==> src/rtl/cfgx_pkg.sv <==
package cfgx_pkg;

  typedef enum logic [1:0] {
    OC_CFG0    = 2'd0,
    OC_SPECIAL = 2'd1,
    OC_PASS    = 2'd2,
    OC_ABORT   = 2'd3
  } outcome_e;

endpackage

==> src/rtl/cfgx_classify.sv <==
module cfgx_classify
  import cfgx_pkg::*;
#(
  parameter int BUS_W     = 8,
  parameter int DEV_W     = 5,
  parameter int IDSEL_CNT = 16
) (
  input  logic             is_special,
  input  logic             compat,
  input  logic             chain_end,
  input  logic [BUS_W-1:0] bus,
  input  logic [BUS_W-1:0] sec_bus,
  input  logic [DEV_W-1:0] dev,
  output outcome_e         outcome
);

  localparam logic [DEV_W-1:0] SPECIAL_DEV = '1;

  logic     bus_hit;
  logic     dev_mapped;
  logic     dev_special;
  outcome_e unclaimed;

  always_comb begin
    bus_hit     = (bus == sec_bus);
    dev_mapped  = (int'(dev) < IDSEL_CNT);
    dev_special = (dev == SPECIAL_DEV);
    unclaimed   = chain_end ? OC_ABORT : OC_PASS;
  end

  // Priority: compatibility and native special cycles are never claimed,
  // then foreign bus numbers, then device-number decode.
  always_comb begin
    if (compat || is_special) begin
      outcome = unclaimed;
    end else if (!bus_hit) begin
      outcome = unclaimed;
    end else if (dev_special) begin
      outcome = OC_SPECIAL;
    end else if (dev_mapped) begin
      outcome = OC_CFG0;
    end else begin
      outcome = OC_ABORT;
    end
  end

endmodule

==> src/rtl/cfgx_idsel_enc.sv <==
module cfgx_idsel_enc #(
  parameter int DEV_W     = 5,
  parameter int IDSEL_CNT = 16
) (
  input  logic                 enable,
  input  logic [DEV_W-1:0]     dev,
  output logic [IDSEL_CNT-1:0] lines
);

  for (genvar g = 0; g < IDSEL_CNT; g++) begin : g_line
    assign lines[g] = enable && (dev == DEV_W'(g));
  end

endmodule

==> src/rtl/cfgx_out_reg.sv <==
module cfgx_out_reg #(
  parameter int W = 8
) (
  input  logic         clk,
  input  logic         rst_n,
  input  logic         en,
  input  logic [W-1:0] d,
  output logic [W-1:0] q
);

  logic [W-1:0] q_nxt;

  always_comb begin
    q_nxt = en ? d : q;
  end

  always_ff @(posedge clk or negedge rst_n) begin
    if (!rst_n) begin
      q <= '0;
    end else begin
      q <= q_nxt;
    end
  end

endmodule

==> src/rtl/cfgx_translator.sv <==
module cfgx_translator
  import cfgx_pkg::*;
#(
  parameter int BUS_W      = 8,
  parameter int DEV_W      = 5,
  parameter int FUNC_W     = 3,
  parameter int REG_W      = 6,
  parameter int ADDR_W     = 32,
  parameter int IDSEL_BASE = 16,
  parameter int IDSEL_CNT  = 16
) (
  input  logic              clk,
  input  logic              rst_n,
  input  logic [BUS_W-1:0]  sec_bus_num,
  input  logic              chain_end,
  input  logic              req_valid,
  input  logic              req_special,
  input  logic              req_compat,
  input  logic              req_write,
  input  logic [BUS_W-1:0]  req_bus,
  input  logic [DEV_W-1:0]  req_dev,
  input  logic [FUNC_W-1:0] req_func,
  input  logic [REG_W-1:0]  req_reg,
  output logic              out_valid,
  output logic [1:0]        out_kind,
  output logic [ADDR_W-1:0] out_addr,
  output logic              out_ones
);

  localparam int REG_LSB  = 2;
  localparam int FUNC_LSB = REG_LSB + REG_W;
  localparam int PAY_W    = 2 + ADDR_W + 1;

  outcome_e              outcome;
  logic [IDSEL_CNT-1:0]  idsel;
  logic [ADDR_W-1:0]     addr_nxt;
  logic                  ones_nxt;
  logic [PAY_W-1:0]      pay_d;
  logic [PAY_W-1:0]      pay_q;
  logic                  valid_nxt;

  cfgx_classify #(
    .BUS_W     (BUS_W),
    .DEV_W     (DEV_W),
    .IDSEL_CNT (IDSEL_CNT)
  ) u_classify (
    .is_special (req_special),
    .compat     (req_compat),
    .chain_end  (chain_end),
    .bus        (req_bus),
    .sec_bus    (sec_bus_num),
    .dev        (req_dev),
    .outcome    (outcome)
  );

  cfgx_idsel_enc #(
    .DEV_W     (DEV_W),
    .IDSEL_CNT (IDSEL_CNT)
  ) u_idsel (
    .enable (outcome == OC_CFG0),
    .dev    (req_dev),
    .lines  (idsel)
  );

  always_comb begin
    addr_nxt = '0;
    if (outcome == OC_CFG0) begin
      addr_nxt[IDSEL_BASE +: IDSEL_CNT] = idsel;
      addr_nxt[FUNC_LSB +: FUNC_W]      = req_func;
      addr_nxt[REG_LSB +: REG_W]        = req_reg;
    end
    ones_nxt  = (outcome == OC_ABORT) && !req_write;
    pay_d     = {outcome, addr_nxt, ones_nxt};
    valid_nxt = req_valid;
  end

  cfgx_out_reg #(
    .W (PAY_W)
  ) u_pay_reg (
    .clk   (clk),
    .rst_n (rst_n),
    .en    (req_valid),
    .d     (pay_d),
    .q     (pay_q)
  );

  always_ff @(posedge clk or negedge rst_n) begin
    if (!rst_n) begin
      out_valid <= 1'b0;
    end else begin
      out_valid <= valid_nxt;
    end
  end

  assign out_kind = pay_q[PAY_W-1 -: 2];
  assign out_addr = pay_q[1 +: ADDR_W];
  assign out_ones = pay_q[0];

  // Assertions
  a_r8_pulse_follows: assert property (@(posedge clk) disable iff (!rst_n)
    req_valid |=> out_valid);
  a_r8_no_spurious: assert property (@(posedge clk) disable iff (!rst_n)
    !req_valid |=> !out_valid);
  a_r8_hold: assert property (@(posedge clk) disable iff (!rst_n)
    !req_valid |=> ($stable(out_kind) && $stable(out_addr) && $stable(out_ones)));
  a_r1_onehot_idsel: assert property (@(posedge clk) disable iff (!rst_n)
    (out_valid && out_kind == 2'd0) |-> $onehot(out_addr[IDSEL_BASE +: IDSEL_CNT]));
  a_r2_low_bits_zero: assert property (@(posedge clk) disable iff (!rst_n)
    out_valid |-> (out_addr[REG_LSB-1:0] == '0));
  a_r3_special_no_addr: assert property (@(posedge clk) disable iff (!rst_n)
    (out_valid && out_kind == 2'd1) |-> (out_addr == '0));
  a_r5_compat_unclaimed: assert property (@(posedge clk) disable iff (!rst_n)
    (req_valid && req_compat) |=> (out_kind == 2'd2 || out_kind == 2'd3));
  a_r6_native_special_unclaimed: assert property (@(posedge clk) disable iff (!rst_n)
    (req_valid && req_special) |=> (out_kind == 2'd2 || out_kind == 2'd3));
  a_r10_ones_only_abort: assert property (@(posedge clk) disable iff (!rst_n)
    out_ones |-> (out_kind == 2'd3));

endmodule

==> config.mk <==
export PLATFORM = sky130hd
export DESIGN_NAME = cfgx_translator
export DESIGN_NICKNAME = d
export VERILOG_FILES = /design/src/rtl/cfgx_pkg.sv /design/src/rtl/cfgx_classify.sv /design/src/rtl/cfgx_idsel_enc.sv /design/src/rtl/cfgx_out_reg.sv /design/src/rtl/cfgx_translator.sv
export SDC_FILE = /design/constraint.sdc
export NUM_CORES = 1
export LEC_CHECK = 0
export CAP_MARGIN = 20
export CORE_UTILIZATION = 60
export DETAILED_ROUTE_END_ITERATION = 6
export DONT_BUFFER_PORTS = 1
export GPL_TIMING_DRIVEN = 0
export PLACE_DENSITY = 0.81
export SLEW_MARGIN = 20
export SYNTH_ARGS = -nofsm -noshare
export SYNTH_HDL_FRONTEND = slang
export SYNTH_HIERARCHICAL = 1
export SYNTH_SLANG_ARGS = --single-unit
export TNS_END_PERCENT = 20
==> constraint.sdc <==
create_clock -name clk -period 1.4 [get_ports clk]
set_input_delay 0 -clock clk [delete_from_list [all_inputs] [get_ports clk]]
set_output_delay 0 -clock clk [all_outputs]
set_load 0.03 [all_outputs]
==> results.sh, run 1 <==
export IMPL_sequentialPowerShare_pct=58.3
export IMPL_die_height_um=61.1
export IMPL_grt_max_degree=37
export IMPL_gp_routability_congestion=0.888
export IMPL_worst_clock_skew_ns=0
export IMPL_tritonroute_pass_1_iters=4
export IMPL_vias=1298
export IMPL_overflow=0
export IMPL_core_region_area_um2=3340
export IMPL_synth_area_leader="sky130_fd_sc_hd__dfrtp_1"
export IMPL_required_ns=1.68
export IMPL_pwr_share_clk_pct=29.7
export IMPL_max_cap_violations=0
export IMPL_capturing_element_type_of_the_critical_path="register"
export IMPL_max_clock_path_buffers=2
export IMPL_cts_made_buffers=5
export IMPL_ys_warnings_count=6
export IMPL_fp_dieW_um=61.1
export IMPL_worstSetupStartpointType="primary input"
export IMPL_r2r_slack_ns=0.44
export IMPL_path_class="in -> reg"
export IMPL_postSynthAreaPerCell_um2=14.2
export IMPL_synth_distinct_cells=24
export IMPL_route_antenna_remaining_nets=0
export IMPL_final_setup_tns_ns=-5.87
export IMPL_hpwlAfterDp_um=2930
export IMPL_areaGrowthSynthToFinish_pct=18.0
export IMPL_count_of_mapped_cells_out_of_synthesis=148
export IMPL_fin_ws_ns=-0.616
export IMPL_routed_wire_length_per_instance_um=20.4
export IMPL_grt_total_usage_pct=25.4
export IMPL_fin_crit_share_pct=144
export IMPL_vias_per_std_cell=5.82
export IMPL_root_buffer="sky130_fd_sc_hd__clkbuf_4"
export IMPL_critPathArrivalTime_ns=2.30
export IMPL_netlist_area_um2=2100
export IMPL_timing_fmax_mhz=496
export IMPL_finalMaxSlewViolations=0
export IMPL_hold_viol_final=0
export IMPL_fin_worst_hold_slack_ns=0.0303
export IMPL_netSwitchingPower_w=0.000512
export IMPL_numClockSinks=36
export IMPL_row_count=21
export IMPL_violated_checks="negative setup slack"
export IMPL_depth_of_the_worst_hold_timing_path=2
export IMPL_wire_length_of_the_first_global_routing_pass_um=6530
export IMPL_power_frac_comb_pct=12.0
export IMPL_r2r_end="u_pay_reg/q[9]"
export IMPL_clock_insertion_delay_worst_skew_ns=0.33
export IMPL_drt_iter0_markers=46
export IMPL_routed_wl_um=4550
export IMPL_num_io_pins=73
export IMPL_total_power_per_unit_cell_area_nw_per_um2=792
export IMPL_cellLeakagePower_nw=1.04
export IMPL_internal_portion_of_total_power_w=0.00145
export IMPL_reg2reg_from="u_pay_reg/q[9]"
export IMPL_swShare_pct=26.1
export IMPL_number_of_global_route_vias_before_repair=1403
export IMPL_min_delay_start="req_func[2]"
export IMPL_status="finished with violations"
export IMPL_vdd_drop_max_v=0.000542
export IMPL_clk_pin_slew_ns=0.10
export IMPL_setup_viols_final=16
export IMPL_dieArea_um2=3740
export IMPL_n_diodes=0
export IMPL_hold_path_class="in -> reg"
export IMPL_seq_total_area_yosys_pct=43.0
export IMPL_start_util_pct=62.8
export IMPL_grt_antenna_before_repair=0
export IMPL_met3_wirelength_um=334
export IMPL_crit_fanout=4
export IMPL_ys_top_cells_by_area="sky130_fd_sc_hd__dfrtp_1, sky130_fd_sc_hd__mux2_4, sky130_fd_sc_hd__nor3b_2"
export IMPL_rsz0062_at_grt="true"
export IMPL_port_buffer_count=0
export IMPL_yosys_register_bits=36
export IMPL_route_detailed_drc=0
export IMPL_route_met2_wl_um=2490
export IMPL_highest_layer="met4"
export IMPL_cts_tree="yes"
export IMPL_wl_met1_um=1660
export IMPL_period_needed_ns=2.02
export IMPL_reg2reg_depth=1
export IMPL_drive_gt1_share_pct=50.8
export IMPL_postLayoutCoreUtil_pct=74.1
export IMPL_num_fill_cells=229
export IMPL_timing_hold_worst_endpoint="u_pay_reg/q[11]"
export IMPL_htreeDepth=2
export IMPL_design_final_nets=213
export IMPL_synthDominantCellAreaShare_pct=43.0
## layout by cell type, fill, tap and decap left out
| master | count |
|---|---|
| sky130_fd_sc_hd__dfrtp_1 | 36 |
| sky130_fd_sc_hd__mux2_4 | 31 |
| sky130_fd_sc_hd__nor3b_2 | 22 |
| sky130_fd_sc_hd__nor2_1 | 12 |
| sky130_fd_sc_hd__dlygate4sd3_1 | 9 |
| sky130_fd_sc_hd__xnor2_1 | 7 |
| sky130_fd_sc_hd__conb_1 | 7 |
| sky130_fd_sc_hd__buf_6 | 5 |
| sky130_fd_sc_hd__buf_12 | 5 |
| sky130_fd_sc_hd__clkbuf_4 | 5 |
| sky130_fd_sc_hd__buf_4 | 5 |
| sky130_fd_sc_hd__nor3_2 | 5 |
| sky130_fd_sc_hd__mux2_2 | 5 |
| sky130_fd_sc_hd__nor3b_1 | 3 |
| sky130_fd_sc_hd__clkbuf_1 | 2 |
| sky130_fd_sc_hd__nand4_1 | 2 |
| sky130_fd_sc_hd__nand2_1 | 2 |
| sky130_fd_sc_hd__nand2b_1 | 2 |
| sky130_fd_sc_hd__nand4bb_4 | 2 |
| sky130_fd_sc_hd__nor2_4 | 1 |
| sky130_fd_sc_hd__and3b_2 | 1 |
| sky130_fd_sc_hd__clkbuf_8 | 1 |
| sky130_fd_sc_hd__nand3_1 | 1 |
| sky130_fd_sc_hd__xor2_1 | 1 |
| sky130_fd_sc_hd__or3_1 | 1 |
| sky130_fd_sc_hd__nand2_2 | 1 |
| sky130_fd_sc_hd__or4b_4 | 1 |
| sky130_fd_sc_hd__nand4b_1 | 1 |
| sky130_fd_sc_hd__dlymetal6s4s_1 | 1 |
## power groups by stage
stage / sequential, W / clock, W / combinational [W]
global route: 0.00115 / 0.000661 / 0.000253
finish: 0.00114 / 0.000581 / 0.000236
CTS: 0.00114 / 0.000598 / 0.000233
global placement: 0.00116 / 0 / 0.000173
floorplan: 0.00116 / 0 / 0.000162
detailed placement: 0.00116 / 0 / 0.000181
## metal layers
layer / vias up / track usage, %
met4: 0 / 10.7
met1: 671 / 25.1
met2: 49 / 45.8
li1: 569 / -
met5: - / 0
met3: 9 / 11.3
## per-stage QoR
stage                     worst slack (ns)  cell area [um2]  power [W]  std cells
after detailed placement             -1.13             2210    0.00134        200
after global routing                -0.672             2470    0.00206        223
after floorplan                     -0.908             2150    0.00132        154
final                               -0.616             2470    0.00196        223
after global placement               -1.08             2210    0.00133        200
after CTS                           -0.570             2450    0.00197        222
## critical path, stage by stage
cell and delay, ns:
sky130_fd_sc_hd__xor2_1 0.13, sky130_fd_sc_hd__or3_1 0.32, sky130_fd_sc_hd__nor3_2 0.17, sky130_fd_sc_hd__mux2_4 0.35, sky130_fd_sc_hd__buf_12 0.13, sky130_fd_sc_hd__nor2_4 0.10, sky130_fd_sc_hd__or4b_4 0.51, sky130_fd_sc_hd__nor3_2 0.21
sky130_fd_sc_hd__nor3b_2 0.20, sky130_fd_sc_hd__mux2_4 0.17
## synth_stat cells (all sizes together)
| cell | count |
|---|---|
| nor3b | 25 |
| nand4b | 1 |
| dfrtp | 36 |
| nand3 | 1 |
| nand2 | 3 |
| nand4bb | 2 |
| mux2 | 36 |
| or3 | 1 |
| nand4 | 2 |
| nor3 | 5 |
| buf | 10 |
| xnor2 | 7 |
| or4b | 1 |
| conb | 1 |
| xor2 | 1 |
| and3b | 1 |
| nand2b | 2 |
| nor2 | 13 |
## worst max path at each step
stage                        start              end  slack (ns)  depth (start not counted)
floorplan           sec_bus_num[1]  u_pay_reg/q[17]       -0.91                         11
global placement    sec_bus_num[1]  u_pay_reg/q[19]       -1.08                         11
detailed placement  sec_bus_num[1]  u_pay_reg/q[17]       -1.13                         11
CTS                 sec_bus_num[1]  u_pay_reg/q[17]       -0.57                         10
global route        sec_bus_num[1]  u_pay_reg/q[17]       -0.67                         10
finish              sec_bus_num[1]  u_pay_reg/q[17]       -0.62                         10
## cell families (layout without fill, tap and decap cells)
group                  after synthesis  in the layout  synth area share (%)
XOR/XNOR                             8              8                  3.34
buffers and inverters               10             33                  6.44
flip-flops                          36             36                  43.0
multiplexers                        36             36                  24.7
other                                1              7                 0.179
AND/OR/NAND/NOR                     57             57                  22.4
## final cells by class
type                    count  area [um2]  share of cell area (%)
plain buffers               9         136                    5.51
multi-input cells         108        1160                    46.9
flip-flops and latches     36         901                    36.4
repair buffers             16         160                    6.47
clock buffers               8        58.8                    2.38
well taps                  46        57.6                    2.33
## registers in the layout (all words and copies together) (netlist names)
signal       cells
u_pay_reg/q     35
out_valid        1
## repair_timing
item / CTS / global route
buffers inserted: 5 / 0
endpoints found under the hold margin: 46 / 1
setup endpoints to repair: 18 / 18
cloned: 0 / 0
resized for setup: 4 / 4
pin swaps: 3 / 0
hold buffers: 10 / 1
Power figures use the tool's default switching activity.
==> inputs of run 2 (changes only) <==
--- a/config.mk
+++ b/config.mk
@@ -5,7 +5,7 @@
 export SDC_FILE = /design/constraint.sdc
 export NUM_CORES = 1
 export LEC_CHECK = 0
-export CAP_MARGIN = 20
+export CORE_MARGIN = 4
 export CORE_UTILIZATION = 60
 export DETAILED_ROUTE_END_ITERATION = 6
 export DONT_BUFFER_PORTS = 1
==> run 2 against run 1 <==
- via count decreased by 3.6%
- total power rose by 7.0%
- non-clock buffer count shrank 1
- sequential share of layout area shrank 0.31 points
- die area increased by 21%
- critical path depth unchanged
- clock skew unchanged
- global-route usage down 3.7 points
- largest cell class unchanged
- count of clock-buffer cells in the layout fell by 2
- the flow finishes with violations (negative hold slack, negative setup slack)
- largest power group unchanged
- register-to-register slack hardly changed
- cell area grew 0.86%
- first-iteration DRC count is 120% higher
==> results.sh, run 2 (synthesis results as in run 1) <==
export IMPL_fin_worst_hold_slack_ns=-0.0427
export IMPL_critical_path_buf_inv_count=1
export IMPL_top_register="u_pay_reg/q"
export IMPL_port_buffer_count=0
export IMPL_root_buffer="sky130_fd_sc_hd__clkbuf_4"
export IMPL_timing_fmax_mhz=508
export IMPL_fp_dieW_um=67.1
export IMPL_wire_length_of_the_first_global_routing_pass_um=7140
export IMPL_htreeDepth=2
export IMPL_totalPowerFinal_w=0.00210
export IMPL_number_of_global_route_vias_before_repair=1416
export IMPL_critical_path_most_common_cell="sky130_fd_sc_hd__mux2_4"
export IMPL_routed_wl_um=4450
export IMPL_tritonroute_pass_1_iters=4
export IMPL_n_diodes=0
export IMPL_row_count=21
export IMPL_fin_ws_ns=-0.570
export IMPL_path_class="in -> reg"
export IMPL_reg2reg_from="u_pay_reg/q[8]"
export IMPL_critical_path_max_stage_delay_ns=0.51
export IMPL_cellLeakagePower_nw=1.06
export IMPL_period_needed_ns=1.97
export IMPL_areaGrowthSynthToFinish_pct=19.0
export IMPL_min_delay_start="req_dev[4]"
export IMPL_total_power_per_unit_cell_area_nw_per_um2=840
export IMPL_cpLargestDelayFamily="simple AND/OR/NAND/NOR gates"
export IMPL_hold_path_class="in -> reg"
export IMPL_numClockSinks=36
export IMPL_gp_routability_congestion=0.876
export IMPL_crit_fanout=4
export IMPL_r2r_slack_ns=0.45
export IMPL_grt_max_degree=37
export IMPL_drt_iter0_markers=102
export IMPL_route_detailed_drc=0
export IMPL_rsz0062_at_grt="true"
export IMPL_placedCellCount=200
export IMPL_number_of_flip_flops_in_the_largest_register=35
export IMPL_hold_viol_final=1
export IMPL_required_ns=1.67
export IMPL_most_frequent_cells_in_the_layout="sky130_fd_sc_hd__dfrtp_1, sky130_fd_sc_hd__mux2_4, sky130_fd_sc_hd__nor3b_2"
export IMPL_vias=1251
export IMPL_core_region_area_um2=3360
export IMPL_die_height_um=67.1
export IMPL_vias_per_std_cell=5.64
export IMPL_timing_hold_worst_endpoint="u_pay_reg/q[34]"
export IMPL_critPathArrivalTime_ns=2.24
export IMPL_status="finished with violations"
export IMPL_fin_crit_share_pct=141
export IMPL_clock_insertion_delay_worst_skew_ns=0.33
export IMPL_depth_of_the_worst_hold_timing_path=3
export IMPL_routed_wire_length_per_instance_um=20.0
export IMPL_route_antenna_remaining_nets=0
export IMPL_num_io_pins=73
export IMPL_critical_path_cell_chain="xor2_1 > or3_4 > nor3_4 > mux2_4 > buf_12 > nor2_4 > or4b_4 > nor2_2 > nor3b_2 > mux2_4"
export IMPL_holdBufCountCts=10
export IMPL_capturing_element_type_of_the_critical_path="register"
export IMPL_r2r_end="u_pay_reg/q[8]"
export IMPL_setup_viols_final=18
export IMPL_grt_total_usage_pct=21.6
export IMPL_crit_slowest_cell="sky130_fd_sc_hd__or4b_4"
export IMPL_layout_cells_most_common="sky130_fd_sc_hd__dfrtp_1"
export IMPL_overflow=0
export IMPL_clk_pin_slew_ns=0.10
export IMPL_grt_antenna_before_repair=0
export IMPL_worstSetupStartpointType="primary input"
export IMPL_vdd_drop_max_v=0.000785
export IMPL_dieArea_um2=4510
export IMPL_hpwlAfterDp_um=3000
export IMPL_start_util_pct=62.4
export IMPL_cts_tree="yes"
export IMPL_max_clock_path_buffers=2
export IMPL_max_cap_violations=0
export IMPL_finalMaxSlewViolations=0
export IMPL_cts_made_buffers=5
export IMPL_reg2reg_depth=1
export IMPL_design_final_nets=212
export IMPL_worst_clock_skew_ns=0
export IMPL_drive_gt1_share_pct=54.0
export IMPL_largestRegisters="u_pay_reg/q: 35 flops, out_valid: 1 flops"
export IMPL_violated_checks="negative hold slack, negative setup slack"
export IMPL_final_instance_count_excl_fill=222
run 2: timing repair:
item,CTS,global route
pin swaps,4,2
endpoints found under the setup margin,19,18
gates resized for setup,7,5
buffers inserted,5,0
endpoints found under the hold margin,47,1
run 2: metal layers:
metal	vias to the layer above	global-route usage [%]	wire length [um]
met4	0	7.59	56
met5	-	0	0
met2	41	37.2	2380
met3	5	9.61	361
met1	637	23.5	1640
li1	568	-	-
run 2: final cells by class:
cell class                      instances  area [um2]
Multi-Input combinational cell        108        1180
Sequential cell                        36         901
Fill cell                             257         868
Timing Repair Buffer                   15         148
Buffer                                  9         136
Tap cell                               46        57.6
Clock buffer                            6        41.3
Clock inverter                          2        35.0
run 2: per-stage QoR:
step	hold WS, ns	utilization (%)	setup TNS (ns)	area [um2]	setup slack [ns]
5_1_grt	-0.0427	74.2	-7.87	2490	-0.625
3_3_place_gp	-0.295	65.7	-16.35	2210	-1.08
4_1_cts	-0.0388	73.7	-4.82	2480	-0.550
2_1_floorplan	-0.296	-	-12.66	2150	-0.908
3_5_place_dp	-0.295	65.7	-17.09	2210	-1.10
6_report	-0.0427	74.2	-6.40	2490	-0.570
run 2: power breakdown:
group	total [W]	leakage [nW]	internal (W)	switching, W
logic	0.000238	0.540	0.000135	0.000103
clock network	0.000716	0.0422	0.000374	0.000341
registers	0.00114	0.476	0.00107	0.0000764
total	0.00210	1.06	0.00157	0.000521
run 2: worst max path at each step:
stage,from,to,cells after the start
floorplan,sec_bus_num[1],u_pay_reg/q[17],11
global placement,sec_bus_num[1],u_pay_reg/q[17],11
detailed placement,sec_bus_num[1],u_pay_reg/q[20],11
CTS,sec_bus_num[1],u_pay_reg/q[17],10
global route,sec_bus_num[1],u_pay_reg/q[17],10
finish,sec_bus_num[1],u_pay_reg/q[20],10
==> inputs of run 3 (changes only) <==
--- a/config.mk
+++ b/config.mk
@@ -5,12 +5,14 @@
 export SDC_FILE = /design/constraint.sdc
 export NUM_CORES = 1
 export LEC_CHECK = 0
+export CAP_MARGIN = 20
 export CORE_MARGIN = 4
 export CORE_UTILIZATION = 60
 export DETAILED_ROUTE_END_ITERATION = 6
 export DONT_BUFFER_PORTS = 1
 export GPL_TIMING_DRIVEN = 0
-export PLACE_DENSITY = 0.81
+export HOLD_SLACK_MARGIN = 0.12
+export PLACE_DENSITY = 0.74
 export SLEW_MARGIN = 20
 export SYNTH_ARGS = -nofsm -noshare
 export SYNTH_HDL_FRONTEND = slang
==> run 3 against run 2 <==
- clock power decreased by 17%
- largest cell class unchanged
- combinational power is 3% higher
- critical path type unchanged
- cell area grew 0.25%
- routed wire length shrank 2.9%
- the run ends with negative setup slack left
- sequential share of layout area is 0.090 points lower
- register-to-register slack about the same
- highest routed layer unchanged
==> results.sh, run 3 (synthesis results as in run 1) <==
export IMPL_cp_endpoint="u_pay_reg/q[17]"
export IMPL_hold_viol_final=0
export IMPL_timing_fmax_mhz=532
export IMPL_violated_checks="negative setup slack"
export IMPL_largestRegisters="u_pay_reg/q: 35 flops, out_valid: 1 flops"
export IMPL_worst_clock_skew_ns=0
export IMPL_critical_path_max_stage_delay_ns=0.50
export IMPL_multi_input_comb_area_um2=1160
export IMPL_route_detailed_drc=0
export IMPL_num_fill_cells=250
export IMPL_fp_dieW_um=67.1
export IMPL_n_diodes=0
export IMPL_capturing_element_type_of_the_critical_path="register"
export IMPL_critical_path_most_common_cell="sky130_fd_sc_hd__mux2_4"
export IMPL_r2r_slack_ns=0.44
export IMPL_number_of_global_route_vias_before_repair=1356
export IMPL_root_buffer="sky130_fd_sc_hd__clkbuf_4"
export IMPL_holdBufCountCts=15
export IMPL_layout_cells_most_common="sky130_fd_sc_hd__dfrtp_1"
export IMPL_sequential_cell_area_um2=901
export IMPL_totalPowerFinal_w=0.00198
export IMPL_setup_viols_final=16
export IMPL_drt_iter0_markers=60
export IMPL_vias_per_std_cell=5.58
export IMPL_top_register="u_pay_reg/q"
export IMPL_fin_crit_share_pct=134
export IMPL_clk_pin_slew_ns=0.11
export IMPL_finalInstanceArea_um2=2500
export IMPL_gp_routability_congestion=0.772
export IMPL_grt_antenna_before_repair=0
export IMPL_period_needed_ns=1.88
export IMPL_most_frequent_cells_in_the_layout="sky130_fd_sc_hd__dfrtp_1, sky130_fd_sc_hd__mux2_4, sky130_fd_sc_hd__nor3b_2"
export IMPL_total_power_per_unit_cell_area_nw_per_um2=793
export IMPL_r2r_end="u_pay_reg/q[28]"
export IMPL_wire_length_of_the_first_global_routing_pass_um=7040
export IMPL_path_class="in -> reg"
export IMPL_cts_tree="yes"
export IMPL_status="finished with violations"
export IMPL_dieArea_um2=4510
export IMPL_areaGrowthSynthToFinish_pct=19.3
export IMPL_worstSetupStartpointType="primary input"
export IMPL_die_height_um=67.1
export IMPL_cts_made_buffers=5
export IMPL_reg2reg_from="u_pay_reg/q[28]"
export IMPL_core_region_area_um2=3360
export IMPL_rsz0062_at_grt="true"
export IMPL_cellLeakagePower_nw=1.06
export IMPL_numClockSinks=36
export IMPL_num_io_pins=73
export IMPL_drive_gt1_share_pct=49.2
export IMPL_crit_fanout=4
export IMPL_port_buffer_count=0
export IMPL_critPathArrivalTime_ns=2.16
export IMPL_finalMaxSlewViolations=0
export IMPL_detailed_place_area_um2=2210
export IMPL_min_delay_start="req_dev[1]"
export IMPL_number_of_flip_flops_in_the_largest_register=35
export IMPL_critical_path_cell_chain="xor2_1 > or3_4 > nor3_4 > mux2_4 > buf_12 > nor2_4 > or4b_4 > nor3_2 > nor3b_2 > mux2_4"
export IMPL_clock_insertion_delay_worst_skew_ns=0.33
export IMPL_hold_path_class="in -> reg"
export IMPL_grt_max_degree=37
export IMPL_max_clock_path_buffers=2
export IMPL_htreeDepth=2
export IMPL_tritonroute_pass_1_iters=4
export IMPL_vias=1256
export IMPL_reg2reg_depth=1
export IMPL_crit_slowest_cell="sky130_fd_sc_hd__or4b_4"
export IMPL_grt_total_usage_pct=21.5
export IMPL_route_antenna_remaining_nets=0
export IMPL_routed_wl_um=4320
export IMPL_routed_wire_length_per_instance_um=19.2
export IMPL_overflow=0
export IMPL_design_final_nets=215
export IMPL_required_ns=1.68
export IMPL_row_count=21
export IMPL_hpwlAfterDp_um=3010
export IMPL_start_util_pct=62.4
export IMPL_vdd_drop_max_v=0.000712
export IMPL_max_cap_violations=0
export IMPL_cp_startpoint="sec_bus_num[1]"
export IMPL_fin_ws_ns=-0.480
-- run 3: cell types whose count changed in the layout (fill, tap and decap cells not counted), sizes merged --
cell,previous run,this run
buf,15,13
bufinv,1,0
clkbuf,6,7
clkinv,1,0
clkinvlp,0,1
dlygate4sd3,9,14
-- run 3: through the flow --
| stage | util (%) | setup WS [ns] | setup TNS [ns] | hold WS [ns] | cells |
|---|---|---|---|---|---|
| floorplan | - | -0.908 | -12.66 | -0.296 | 154 |
| global placement | 65.7 | -1.04 | -15.75 | -0.295 | 200 |
| detailed placement | 65.7 | -1.08 | -17.42 | -0.295 | 200 |
| CTS | 73.8 | -0.481 | -5.53 | 0.0935 | 225 |
| global route | 74.4 | -0.543 | -6.93 | 0.0925 | 225 |
| finish | 74.4 | -0.480 | -5.50 | 0.111 | 225 |
-- run 3: repair_timing --
action                                 4_1_cts  5_1_grt
endpoints found under the hold margin       53        3
buffers inserted                             3        0
resized for setup                            3        4
pin swaps                                    3        1
setup endpoints to repair                   17       24
cloned                                       0        0
-- run 3: cell type report --
type,count,share of cell area (%)
Clock inverter,1,0.300
Clock buffer,7,2.20
Tap cell,46,2.30
Multi-Input combinational cell,108,46.4
Timing Repair Buffer,18,7.30
Sequential cell,36,36.0
Buffer,9,5.45
-- run 3: layer usage --
metal | global-route usage, % | share of wire [%]
met1 | 24.2 | 38
met3 | 7.42 | 6.1
met2 | 37.9 | 55
met4 | 6.84 | 1.3
met5 | 0 | 0
-- run 3: worst min path at each step --
stage                      endpoint  slack (ns)  cells past startpoint
finish              u_pay_reg/q[17]        0.11                      3
global route        u_pay_reg/q[17]        0.09                      3
CTS                 u_pay_reg/q[17]        0.09                      3
detailed placement  u_pay_reg/q[26]       -0.29                      0
global placement    u_pay_reg/q[26]       -0.29                      0
floorplan                 out_valid       -0.30                      0
-- run 3: power by group --
part / switching [W] / internal [W]
Sequential: 0.0000759 / 0.00107
Combinational: 0.000103 / 0.000142
Clock: 0.000351 / 0.000246
Total: 0.000530 / 0.00145
-- run 3: worst max-delay path: cells and delay by family --
| kind | cells | cell delay, ns |
|---|---|---|
| simple gates | 6 | 1.39 |
| buf+inv | 1 | 0.13 |
| mux | 2 | 0.51 |
| xor+xnor | 1 | 0.14 |
